<file path="src/rtl/exc_pkg.sv">
package exc_pkg;
  localparam int CAUSE_W = 3;

  typedef enum logic [CAUSE_W-1:0] {
    CAUSE_NONE    = 3'd0,
    CAUSE_IFETCH  = 3'd1,
    CAUSE_ILLEGAL = 3'd2,
    CAUSE_OVF     = 3'd3,
    CAUSE_DADDR   = 3'd4,
    CAUSE_IRQ     = 3'd5
  } cause_e;
endpackage

</file>
<file path="src/rtl/exc_stage_reg.sv">
// One pipeline register of the trap tag. An older pending trap wins over a
// fault detected in the stage the instruction is leaving.
module exc_stage_reg #(
  parameter int            PC_W       = 32,
  parameter int            CW         = 3,
  parameter logic [CW-1:0] LOCAL_CODE = '0
) (
  input  logic            clk,
  input  logic            rst_n,
  input  logic            flush,
  input  logic            up_valid,
  input  logic [PC_W-1:0] up_pc,
  input  logic            up_pend,
  input  logic [CW-1:0]   up_code,
  input  logic            local_fault,
  output logic            dn_valid,
  output logic [PC_W-1:0] dn_pc,
  output logic            dn_pend,
  output logic [CW-1:0]   dn_code
);
  logic          load;
  logic          nxt_valid;
  logic          nxt_pend;
  logic [CW-1:0] nxt_code;

  always_comb begin
    load      = up_valid & ~flush;
    nxt_valid = load;
    nxt_pend  = load & (up_pend | local_fault);
    if (up_pend)          nxt_code = up_code;
    else if (local_fault) nxt_code = LOCAL_CODE;
    else                  nxt_code = '0;
  end

  always_ff @(posedge clk or negedge rst_n) begin
    if (!rst_n) begin
      dn_valid <= 1'b0;
      dn_pend  <= 1'b0;
      dn_pc    <= '0;
      dn_code  <= '0;
    end else begin
      dn_valid <= nxt_valid;
      dn_pend  <= nxt_pend;
      if (load) begin
        dn_pc   <= up_pc;
        dn_code <= nxt_code;
      end
    end
  end
endmodule

</file>
<file path="src/rtl/exc_commit.sv">
// Commit-point decision: interrupt first, then the carried trap, then the
// data address fault of the memory stage itself.
module exc_commit
  import exc_pkg::*;
(
  input  logic               m_valid,
  input  logic               m_pend,
  input  logic [CAUSE_W-1:0] m_code,
  input  logic               mem_fault,
  input  logic               irq,
  output logic               take,
  output logic               commit,
  output logic [CAUSE_W-1:0] cause
);
  cause_e sel;

  always_comb begin
    if (irq)            sel = CAUSE_IRQ;
    else if (m_pend)    sel = cause_e'(m_code);
    else if (mem_fault) sel = CAUSE_DADDR;
    else                sel = CAUSE_NONE;
    take   = m_valid & (irq | m_pend | mem_fault);
    commit = m_valid & ~(irq | m_pend | mem_fault);
    cause  = sel;
  end
endmodule

</file>
<file path="src/rtl/exc_csr.sv">
// Trap-code and trap-PC registers plus the one-cycle fetch redirect.
module exc_csr #(
  parameter int              PC_W       = 32,
  parameter int              CW         = 3,
  parameter logic [PC_W-1:0] HANDLER_PC = '0
) (
  input  logic            clk,
  input  logic            rst_n,
  input  logic            take,
  input  logic [CW-1:0]   cause_in,
  input  logic [PC_W-1:0] epc_in,
  output logic [CW-1:0]   cause_q,
  output logic [PC_W-1:0] epc_q,
  output logic            redirect_q,
  output logic [PC_W-1:0] redirect_pc_q
);
  logic [CW-1:0]   cause_d;
  logic [PC_W-1:0] epc_d;
  logic [PC_W-1:0] rpc_d;

  always_comb begin
    cause_d = take ? cause_in : cause_q;
    epc_d   = take ? epc_in : epc_q;
    rpc_d   = take ? HANDLER_PC : '0;
  end

  always_ff @(posedge clk or negedge rst_n) begin
    if (!rst_n) begin
      cause_q       <= '0;
      epc_q         <= '0;
      redirect_q    <= 1'b0;
      redirect_pc_q <= '0;
    end else begin
      cause_q       <= cause_d;
      epc_q         <= epc_d;
      redirect_q    <= take;
      redirect_pc_q <= rpc_d;
    end
  end
endmodule

</file>
<file path="src/rtl/exc_commit_ctrl.sv">
module exc_commit_ctrl
  import exc_pkg::*;
#(
  parameter int              PC_W       = 32,
  parameter logic [PC_W-1:0] HANDLER_PC = 32'h8000_0100
) (
  input  logic               clk,
  input  logic               rst_n,
  input  logic               if_valid_i,
  input  logic [PC_W-1:0]    if_pc_i,
  input  logic               if_fault_i,
  input  logic               id_illegal_i,
  input  logic               ex_ovf_i,
  input  logic               mem_fault_i,
  input  logic               irq_i,
  output logic               commit_o,
  output logic               take_o,
  output logic               redirect_o,
  output logic [PC_W-1:0]    redirect_pc_o,
  output logic [CAUSE_W-1:0] cause_o,
  output logic [PC_W-1:0]    epc_o
);
  localparam int NREG = 3;
  localparam int CW   = CAUSE_W;

  logic [1:0] rst_sync;
  logic       rst_int_n;

  always_ff @(posedge clk or negedge rst_n) begin
    if (!rst_n) rst_sync <= 2'b00;
    else        rst_sync <= {rst_sync[0], 1'b1};
  end
  assign rst_int_n = rst_sync[1];

  logic [NREG:0]           st_v;
  logic [NREG:0]           st_p;
  logic [NREG:0][PC_W-1:0] st_pc;
  logic [NREG:0][CW-1:0]   st_code;
  logic [NREG-1:0]         lf;
  logic                    take;
  logic [CW-1:0]           cause_sel;

  assign st_v[0]    = if_valid_i;
  assign st_p[0]    = 1'b0;
  assign st_pc[0]   = if_pc_i;
  assign st_code[0] = '0;
  assign lf         = {ex_ovf_i, id_illegal_i, if_fault_i};

  for (genvar i = 0; i < NREG; i++) begin : g_stage
    localparam logic [CW-1:0] CODE_I = CW'(i + 1);
    exc_stage_reg #(.PC_W(PC_W), .CW(CW), .LOCAL_CODE(CODE_I)) u_reg (
      .clk         (clk),
      .rst_n       (rst_int_n),
      .flush       (take),
      .up_valid    (st_v[i]),
      .up_pc       (st_pc[i]),
      .up_pend     (st_p[i]),
      .up_code     (st_code[i]),
      .local_fault (lf[i]),
      .dn_valid    (st_v[i+1]),
      .dn_pc       (st_pc[i+1]),
      .dn_pend     (st_p[i+1]),
      .dn_code     (st_code[i+1])
    );
  end

  exc_commit u_commit (
    .m_valid   (st_v[NREG]),
    .m_pend    (st_p[NREG]),
    .m_code    (st_code[NREG]),
    .mem_fault (mem_fault_i),
    .irq       (irq_i),
    .take      (take),
    .commit    (commit_o),
    .cause     (cause_sel)
  );

  exc_csr #(.PC_W(PC_W), .CW(CW), .HANDLER_PC(HANDLER_PC)) u_csr (
    .clk           (clk),
    .rst_n         (rst_int_n),
    .take          (take),
    .cause_in      (cause_sel),
    .epc_in        (st_pc[NREG]),
    .cause_q       (cause_o),
    .epc_q         (epc_o),
    .redirect_q    (redirect_o),
    .redirect_pc_q (redirect_pc_o)
  );

  assign take_o = take;
endmodule

</file>
<file path="config.mk">
export PLATFORM = sky130hd
export DESIGN_NAME = exc_commit_ctrl
export DESIGN_NICKNAME = d
export VERILOG_FILES = /design/src/rtl/exc_pkg.sv /design/src/rtl/exc_stage_reg.sv /design/src/rtl/exc_commit.sv /design/src/rtl/exc_csr.sv /design/src/rtl/exc_commit_ctrl.sv
export SDC_FILE = /design/constraint.sdc
export NUM_CORES = 1
export LEC_CHECK = 0
export CAP_MARGIN = 20
export CORE_MARGIN = 2
export CORE_UTILIZATION = 25
export DETAILED_ROUTE_END_ITERATION = 16
export DONT_BUFFER_PORTS = 1
export GPL_ROUTABILITY_DRIVEN = 0
export PLACE_DENSITY = 0.37
export SLEW_MARGIN = 20
export SYNTH_ARGS = -nofsm -noshare
export SYNTH_HDL_FRONTEND = slang
export SYNTH_SLANG_ARGS = --single-unit
export TNS_END_PERCENT = 100
</file>
<file path="constraint.sdc">
create_clock -name clk -period 9.4 [get_ports clk]
set_clock_uncertainty 0.2 [all_clocks]
set_input_delay 0.47 -clock clk [delete_from_list [all_inputs] [get_ports clk]]
set_output_delay 0.47 -clock clk [all_outputs]
set_load 0.005 [all_outputs]
</file>
==> results.toml, run 1 <==
[synthesis]
yosysMostFrequentCell = "dfrtp_1"
synth_top_area_cell = "dfrtp_1"
synth_commonest_cells = "145 x dfrtp_1, 129 x mux2_2, 32 x buf_4, 12 x buf_2, 8 x a21oi_1"
avgSynthCellArea_um2 = 15.7
yosys_warnings = 0
netlist.area_leader.share_pct = 64.9
synth-edff-count = 0
seq_area_frac_synth_pct = 64.9
yosys_register_bits = 145
netlist_instances = 355
synthArstFlopShare_pct = 100
synth_cell_types = 22
synth_top_cells_by_area = "dfrtp_1 65%, mux2_2 26%, buf_4 4.3%"
synth_area_mm2 = 0.00559
synth_top_flop_cell = "dfrtp_1"

[clock_tree]
cts.htree.levels = 4
cts_max_path_buffers = 2
cts_made_buffers = 17
worstSkewPairLatency_ns = 0.41
cts.repair.resized = 0
cts_setup_buffers = 0
clkTransAtPathRegs_ns = 0.06
cts_root_buf = "clkbuf_16"
numClockSinks = 145
cts_hold_buf = 35
cts_tree = "built"

[timing]
finalMaxSlewViolations = 0
finalHoldViolCount = 0
fmax_ghz = 0.345
min_period_ns = 2.90
finalSetupViolCount = 0
finalSetupTns_ns = 0
max-slew-margin-rel_pct = 34.2
rsz0062_at_grt = "false"
fin_crit_sh_pct = 30.8
whs_ns = 0.00736
worst_slew_pin_slew_ns = 0.984

[setup_path]
cp_max_fo = 43
r2r_setup_slack_ns = 6.50
worst-endpoint-required_ns = 9.49
arrival_ns = 2.99
cp_slowest_cell = "buf_4"
path_cells = "o31ai_4 -> buf_4 -> nand2_2 -> inv_2 -> mux2_2"
worstSetupPathType = "reg2reg"
cpLargestDelayFamily = "buffers and inverters"
end_kind = "flip-flop"
worst-path-buf-inv = 2
critical_path.startpoint = "g_stage[2].u_reg.dn_pend"
reg2reg_to = "g_stage[2].u_reg.dn_pc[6]"
slowest_delay_ns = 0.53
r2r-start = "g_stage[2].u_reg.dn_pend"
cp-start-kind = "flip-flop"
ff2ff_path_depth = 5

[cells_and_area]
syn_to_final_growth_pct = 20.2
layout-drive-gt1-share_pct = 41.2
fin_util_pct = 30.7
finalNetCount = 436
final_cell_area_mm2 = 0.00671

[route]
antenna_left = 0
drtIter0Drc = 70
via_count = 2811
drc = 0
wl_per_cell_um = 15.3
wl_um = 10500
dr.pass1.iters = 3
routed_via_density = 4.08

[floorplan]
initial_utilization_pct = 25.5
die_width_um = 153
dieArea_mm2 = 0.0236
fp.coreArea_mm2 = 0.0219
die_h_um = 153
io_pins = 110
fp-row-count = 54

[job]
cap_violations = 0

[place]
dpl.hpwl_um = 6590
io_buffers = 0
placed_cell_area_mm2 = 0.00576

[global_route]
track_usage_pct = 9.64
grt_max_degree = 75
grt_antenna_before_repair = 1
grt_pass1_vias = 3012
grt_pass1_wl_um = 17300
grt.overflow.total = 0

[status]
status = "completed"

[pwr]
ir_drop_mv = 0.115
p_leak_nw = 2.88
power_density_mw_per_mm2 = 295

[worst_hold_path]
hp-class = "reg2async"
-- kinds of logic after synthesis --
| family | Yosys count | synth area share (%) |
|---|---|---|
| buffers and inverters | 49 | 5.71 |
| AND/OR/NAND/NOR | 17 | 1.55 |
| flip-flops | 145 | 64.9 |
| other | 2 | 0.134 |
| AO/OA/AOI/OAI | 13 | 1.66 |
| multiplexers | 129 | 26.0 |
-- layout make-up --
| type | instances | area [um^2] |
|---|---|---|
| Antenna cell | 1 | 2.50 |
| Multi-Input combinational cell | 190 | 1750 |
| Sequential cell | 145 | 3630 |
| Fill cell | 2196 | 15200 |
| Timing Repair Buffer | 38 | 393 |
| Clock buffer | 23 | 488 |
| Tap cell | 280 | 350 |
| Inverter | 4 | 15.0 |
| Clock inverter | 8 | 80.1 |
-- through the flow --
step	worst slack, ns	power (W)	instances
floorplan	4.86	0.00126	384
global placement	5.93	0.00135	621
detailed placement	5.88	0.00136	621
CTS	5.92	0.00203	687
global route	6.19	0.00212	689
finish	6.50	0.00198	689
-- report_power, final --
part           leakage [nW]  internal [W]  switching (W)
logic                 0.897      0.000216       0.000112
clock network         0.271      0.000390       0.000250
registers              1.71      0.000864       0.000151
total                  2.88       0.00147       0.000513
-- placed cells by master, fill, tap and decap left out, types with 3 or more instances in the layout --
cell type | netlist | routed
a21oi_1 | 8 | 8
clkbuf_16 | 0 | 17
clkbuf_8 | 0 | 4
clkinvlp_4 | 0 | 3
conb_1 | 2 | 31
dfrtp_1 | 145 | 144
dlygate4sd3_1 | 0 | 35
inv_1 | 3 | 3
mux2_2 | 129 | 129
nand2_1 | 5 | 3
nand2_2 | 1 | 3
nor2_1 | 5 | 5
-- worst max path at each step --
| stage | end | slack [ns] | cells after the start |
|---|---|---|---|
| floorplan | g_stage[0].u_reg.dn_code[0] | 4.86 | 0 |
| global placement | g_stage[2].u_reg.dn_pc[5] | 5.93 | 5 |
| detailed placement | g_stage[2].u_reg.dn_pc[4] | 5.88 | 5 |
| CTS | g_stage[2].u_reg.dn_pc[0] | 5.92 | 5 |
| global route | g_stage[2].u_reg.dn_pc[11] | 6.19 | 5 |
| finish | g_stage[2].u_reg.dn_pc[6] | 6.50 | 5 |
-- flip-flops by register name, summed over array words and instances (netlist names) --
register	count
g_stage.u_reg.dn_pc	96
u_csr.cause_q	3
u_csr.redirect_pc_q	1
g_stage.u_reg.dn_valid	3
g_stage.u_reg.dn_pend	3
g_stage.u_reg.dn_code	5
rst_sync	2
u_csr.epc_q	32
-- per-layer routing --
metal,part of all wire [%],routed length (um),up-vias,GRT usage [%]
met5,0,0,-,0
met4,1.1,112,0,3.41
met1,42,4470,1462,11.5
li1,-,-,1258,-
met3,9.3,983,7,5.56
met2,47,4960,84,14.5
(Power assumes the default switching activity.)
==> inputs of run 2 (changes only) <==
Settings changed: PLACE_DENSITY 0.37 to 0.39.
Clock period 9.4 ns to 2.65 ns, I/O delays scaled along.
==> run 2 against run 1 <==
Sequential share of layout area down 1.4 points. First-iteration DRC count up 57%. Non-clock buffer count up 10. Largest cell class unchanged. Routed wire length up 1.5%. Clock-buffer cell count down 3. Cell area up 2.7%. Utilization up 0.82 points. Fmax up 26%. Sequential power rose to 3.5 times the previous value. Critical endpoint is now g_stage[0].u_reg.dn_code[0]. Via count up 1.1%.
==> results.toml, run 2 (synthesis results as in run 1) <==
[clock_tree]
numClockSinks = 145
cts_setup_buffers = 0
cts.repair.resized = 0
cts_tree = "built"
cts_hold_buf = 41
cts_made_buffers = 17
clkTransAtPathRegs_ns = 0.06
cts.htree.levels = 4
worstSkewPairLatency_ns = 0.42
cts_max_path_buffers = 2
cts_root_buf = "clkbuf_16"

[setup_path]
worst-endpoint-required_ns = 2.81
worst-path-buf-inv = 2
cp_max_fo = 16
end_kind = "flip-flop"
slowest_delay_ns = 0.56
path_cells = "o31ai_4 -> buf_4 -> and3_1 -> dlygate4sd3_1 -> a21o_1"
cp-start-kind = "flip-flop"
arrival_ns = 2.45
worstSetupPathType = "reg2reg"
cp_slowest_cell = "dlygate4sd3_1"
cpLargestDelayFamily = "buffers and inverters"

[global_route]
grt_antenna_before_repair = 2
grt_max_degree = 144
grt.overflow.total = 0
track_usage_pct = 9.63
grt_pass1_vias = 3031
grt_pass1_wl_um = 17100

[cells_and_area]
fillers = 2193
final_cell_area_mm2 = 0.00689
layout-drive-gt1-share_pct = 41.0
top_register = "g_stage.u_reg.dn_pc"
fin_util_pct = 31.5
finalNetCount = 446
multi_input_area_mm2 = 0.00175
seq_area_mm2 = 0.00363
largest_reg_flops = 96
final_common_cell = "dfrtp_1"
final_cell_mix = "144 x dfrtp_1, 129 x mux2_2, 41 x dlygate4sd3_1"
syn_to_final_growth_pct = 23.4
reg_top3 = "g_stage.u_reg.dn_pc: 96 flops, u_csr.epc_q: 32 flops, g_stage.u_reg.dn_code: 5 flops"

[timing]
fmax_ghz = 0.435
finalHoldViolCount = 0
rsz0062_at_grt = "false"
max-slew-margin-rel_pct = 46.0
finalSetupViolCount = 0
min_period_ns = 2.30
worst_slew_pin_slew_ns = 0.809
finalSetupTns_ns = 0
finalMaxSlewViolations = 0
fin_crit_sh_pct = 86.7

[pwr]
p_leak_nw = 2.97
ir_drop_mv = 0.509
power_density_mw_per_mm2 = 1070
p_total_w = 0.00740

[floorplan]
fp-row-count = 54
die_h_um = 153
die_width_um = 153
io_pins = 110
dieArea_mm2 = 0.0236
initial_utilization_pct = 25.5
fp.coreArea_mm2 = 0.0219

[place]
placed_cell_area_mm2 = 0.00584
dpl.hpwl_um = 6540
io_buffers = 0

[route]
dr.pass1.iters = 4
drtIter0Drc = 110
drc = 0
antenna_left = 0
wl_per_cell_um = 15.3
routed_via_density = 4.07
wl_um = 10700
via_count = 2843

[status]
status = "completed"

[job]
cap_violations = 0

[worst_hold_path]
hp-class = "in2out"
[run 2: changes by cell type in the layout (fill, tap and decap cells not counted), sizes merged]
cell | previous run | this run
buf | 3 | 7
clkinvlp | 3 | 2
clkbuf | 23 | 20
clkinv | 4 | 3
diode | 1 | 2
bufinv | 1 | 5
dlygate4sd3 | 35 | 41
[run 2: worst paths after layout]
kind                                          start                          end  slack (ns)  depth (start not counted)
setup / recovery           g_stage[2].u_reg.dn_pend  g_stage[0].u_reg.dn_code[0]        0.35                          5
hold reg to reg                         rst_sync[0]                  rst_sync[1]        0.16                          0
hold / removal                                irq_i                     commit_o        0.11                          1
max in group asynchronous               rst_sync[1]    g_stage[2].u_reg.dn_pc[3]        1.39                          1
setup reg to reg           g_stage[2].u_reg.dn_pend  g_stage[0].u_reg.dn_code[0]        0.35                          5
min in group asynchronous               rst_sync[1]   g_stage[2].u_reg.dn_pc[22]        0.23                          1
[run 2: layout make-up]
type	instances	share of cell area (%)
multi-input cells	190	25.4
diodes	2	0.0726
flip-flops and latches	145	52.7
inverters	4	0.218
repair buffers	48	7.26
well taps	280	5.08
clock buffers	20	6.62
clock inverters	10	2.67
[run 2: where the power goes]
part	total, W	internal (W)	switching, W
Clock	0.00261	0.00171	0.000906
Combinational	0.00121	0.000795	0.000418
Sequential	0.00358	0.00306	0.000512
[run 2: per-stage QoR]
stage               setup WS [ns]  cells  hold WS [ns]
finish                      0.353    699         0.115
CTS                         0.322    697         0.114
global route                0.241    699         0.119
floorplan                  0.0435    384        -0.363
global placement            0.665    626        -0.363
detailed placement          0.606    626        -0.363
[run 2: per-layer routing]
| metal | vias to the layer above | GRT usage, % | wire [um] |
|---|---|---|---|
| li1 | 1279 | - | - |
| met1 | 1462 | 11.3 | 4600 |
| met2 | 87 | 14.7 | 5000 |
| met3 | 15 | 4.68 | 874 |
| met4 | 0 | 4.85 | 209 |
| met5 | - | 0 | 0 |
==> inputs of run 3 (changes only) <==
Settings changed: CORE_UTILIZATION 25 to 55, PLACE_DENSITY 0.39 to 0.69.
Clock period 2.65 ns to 2.4 ns, I/O delays scaled along.
==> run 3 against run 2 <==
Utilization up 36 points. Total power up 2.7%. Combinational power up 12%. Cell area down 3.5%. Setup slack worse by 0.21 ns. Routed wire length down 13%. Sequential share of layout area up 1.9 points. Clock power down 12%. Fmax up 2.0%. Critical path type unchanged. Largest power group unchanged. Hold slack worse by 0.048 ns.
==> results.toml, run 3 (synthesis results as in run 1) <==
[clock_tree]
worstSkewPairLatency_ns = 0.51
cts_root_buf = "clkbuf_8"
numClockSinks = 145
cts_made_buffers = 17
cts_setup_buffers = 0
cts.htree.levels = 4
clkTransAtPathRegs_ns = 0.06
cts.repair.resized = 0
cts_tree = "built"
cts_max_path_buffers = 2

[global_route]
grt_max_degree = 62
grt_antenna_before_repair = 0
grt_pass1_wl_um = 16100
track_usage_pct = 19.1
grt_pass1_vias = 3191
grt.overflow.total = 0

[setup_path]
worstSetupPathType = "reg2reg"
cp_max_fo = 13
critical_path.startpoint = "g_stage[2].u_reg.dn_pend"
worst-endpoint-required_ns = 2.64
cpLargestDelayFamily = "buffers and inverters"
slowest_delay_ns = 0.57
end_kind = "flip-flop"
path_cells = "o31ai_4 -> buf_4 -> and3_1 -> dlygate4sd3_1 -> a21o_1"
worst-path-buf-inv = 2
r2r-start = "g_stage[2].u_reg.dn_pend"
cp_slowest_cell = "dlygate4sd3_1"
arrival_ns = 2.50
cp-start-kind = "flip-flop"

[route]
drtIter0Drc = 61
wl_per_cell_um = 16.7
dr.pass1.iters = 4
via_count = 2873
routed_via_density = 5.16
antenna_left = 0
drc = 0
wl_um = 9290

[floorplan]
dieArea_mm2 = 0.0110
fp.coreArea_mm2 = 0.00982
io_pins = 110
die_h_um = 105
initial_utilization_pct = 56.9
fp-row-count = 36
die_width_um = 105

[pwr]
swShare_pct = 25.2
power_frac_clock_pct = 30.1
p_switching_w = 0.00192
seqPwrFrac_pct = 51.9
p_leak_nw = 2.95
ir_drop_mv = 0.547
p_comb_share_pct = 17.9
p_int_w = 0.00569
power_density_mw_per_mm2 = 1140

[cells_and_area]
largest_reg_flops = 96
final_cell_area_mm2 = 0.00666
antenna_cells = 0
final_cell_mix = "144 x dfrtp_1, 129 x mux2_2, 47 x dlygate4sd3_1"
fillers = 717
reg_top3 = "g_stage.u_reg.dn_pc: 96 flops, u_csr.epc_q: 32 flops, g_stage.u_reg.dn_code: 5 flops"
fin_util_pct = 67.8
layout-drive-gt1-share_pct = 40.1
syn_to_final_growth_pct = 19.1
finalNetCount = 454
top_register = "g_stage.u_reg.dn_pc"
final_common_cell = "dfrtp_1"

[status]
status = "completed"

[timing]
fmax_ghz = 0.444
min_period_ns = 2.25
finalMaxSlewViolations = 0
finalSetupViolCount = 0
rsz0062_at_grt = "false"
setup_ws_ns = 0.147
finalHoldViolCount = 0
fin_crit_sh_pct = 93.9
whs_ns = 0.0668
finalSetupTns_ns = 0

[place]
placed_cell_area_mm2 = 0.00567
post-place-ws_ns = 0.391
dpl.hpwl_um = 5900
io_buffers = 0

[worst_hold_path]
hp-class = "reg2async"

[job]
cap_violations = 0
## run 3: changes by cell type in the layout (fill, tap and decap cells not counted), sizes merged
cell / before / now
dlygate4sd3: 41 / 47
bufinv: 5 / 1
clkinvlp: 2 / 1
buf: 7 / 9
clkbuf: 20 / 22
clkinv: 3 / 5
diode: 2 / 0
## run 3: layout make-up
| cell class | instances | area (um^2) | area share (%) |
|---|---|---|---|
| Sequential cell | 145 | 3630 | 54.6 |
| Multi-Input combinational cell | 190 | 1750 | 26.3 |
| Timing Repair Buffer | 56 | 576 | 8.65 |
| Clock buffer | 22 | 453 | 6.81 |
| Tap cell | 133 | 166 | 2.50 |
| Clock inverter | 7 | 62.6 | 0.940 |
| Inverter | 4 | 15.0 | 0.226 |
## run 3: per-stage QoR
stage	instances	total power, W
2_1_floorplan	384	0.00494
3_3_place_gp	481	0.00518
3_5_place_dp	481	0.00531
4_1_cts	557	0.00773
5_1_grt	557	0.00807
6_report	557	0.00761
## run 3: timing repair
action	in CTS	in global routing
endpoints found under the hold margin	83	0
setup endpoints to repair	0	1
hold buffers	47	0
## run 3: routing by layer
layer	wire length, um	up-vias	track usage, %
met1	3850	1491	23.1
met2	4770	83	31.3
met5	0	-	0
li1	-	1289	-
met3	541	10	6.49
met4	132	0	8.00
## run 3: worst paths after layout
path / endpoint / slack, ns / depth (start not counted)
max in group asynchronous: g_stage[0].u_reg.dn_pc[12] / 1.28 / 1
setup reg to reg: g_stage[0].u_reg.dn_code[0] / 0.15 / 5
hold / removal: g_stage[1].u_reg.dn_pc[14] / 0.07 / 0
setup / recovery: g_stage[0].u_reg.dn_code[0] / 0.15 / 5
hold reg to reg: g_stage[1].u_reg.dn_pc[14] / 0.07 / 0
min in group clk: commit_o / 0.09 / 1
## run 3: power by group through the flow
| stage | registers, W | clock network [W] | logic, W |
|---|---|---|---|
| after floorplan | 0.00381 | 0 | 0.00113 |
| after global placement | 0.00395 | 0 | 0.00122 |
| after detailed placement | 0.00401 | 0 | 0.00130 |
| after CTS | 0.00397 | 0.00237 | 0.00139 |
| after global routing | 0.00408 | 0.00248 | 0.00151 |
| final | 0.00395 | 0.00229 | 0.00136 |
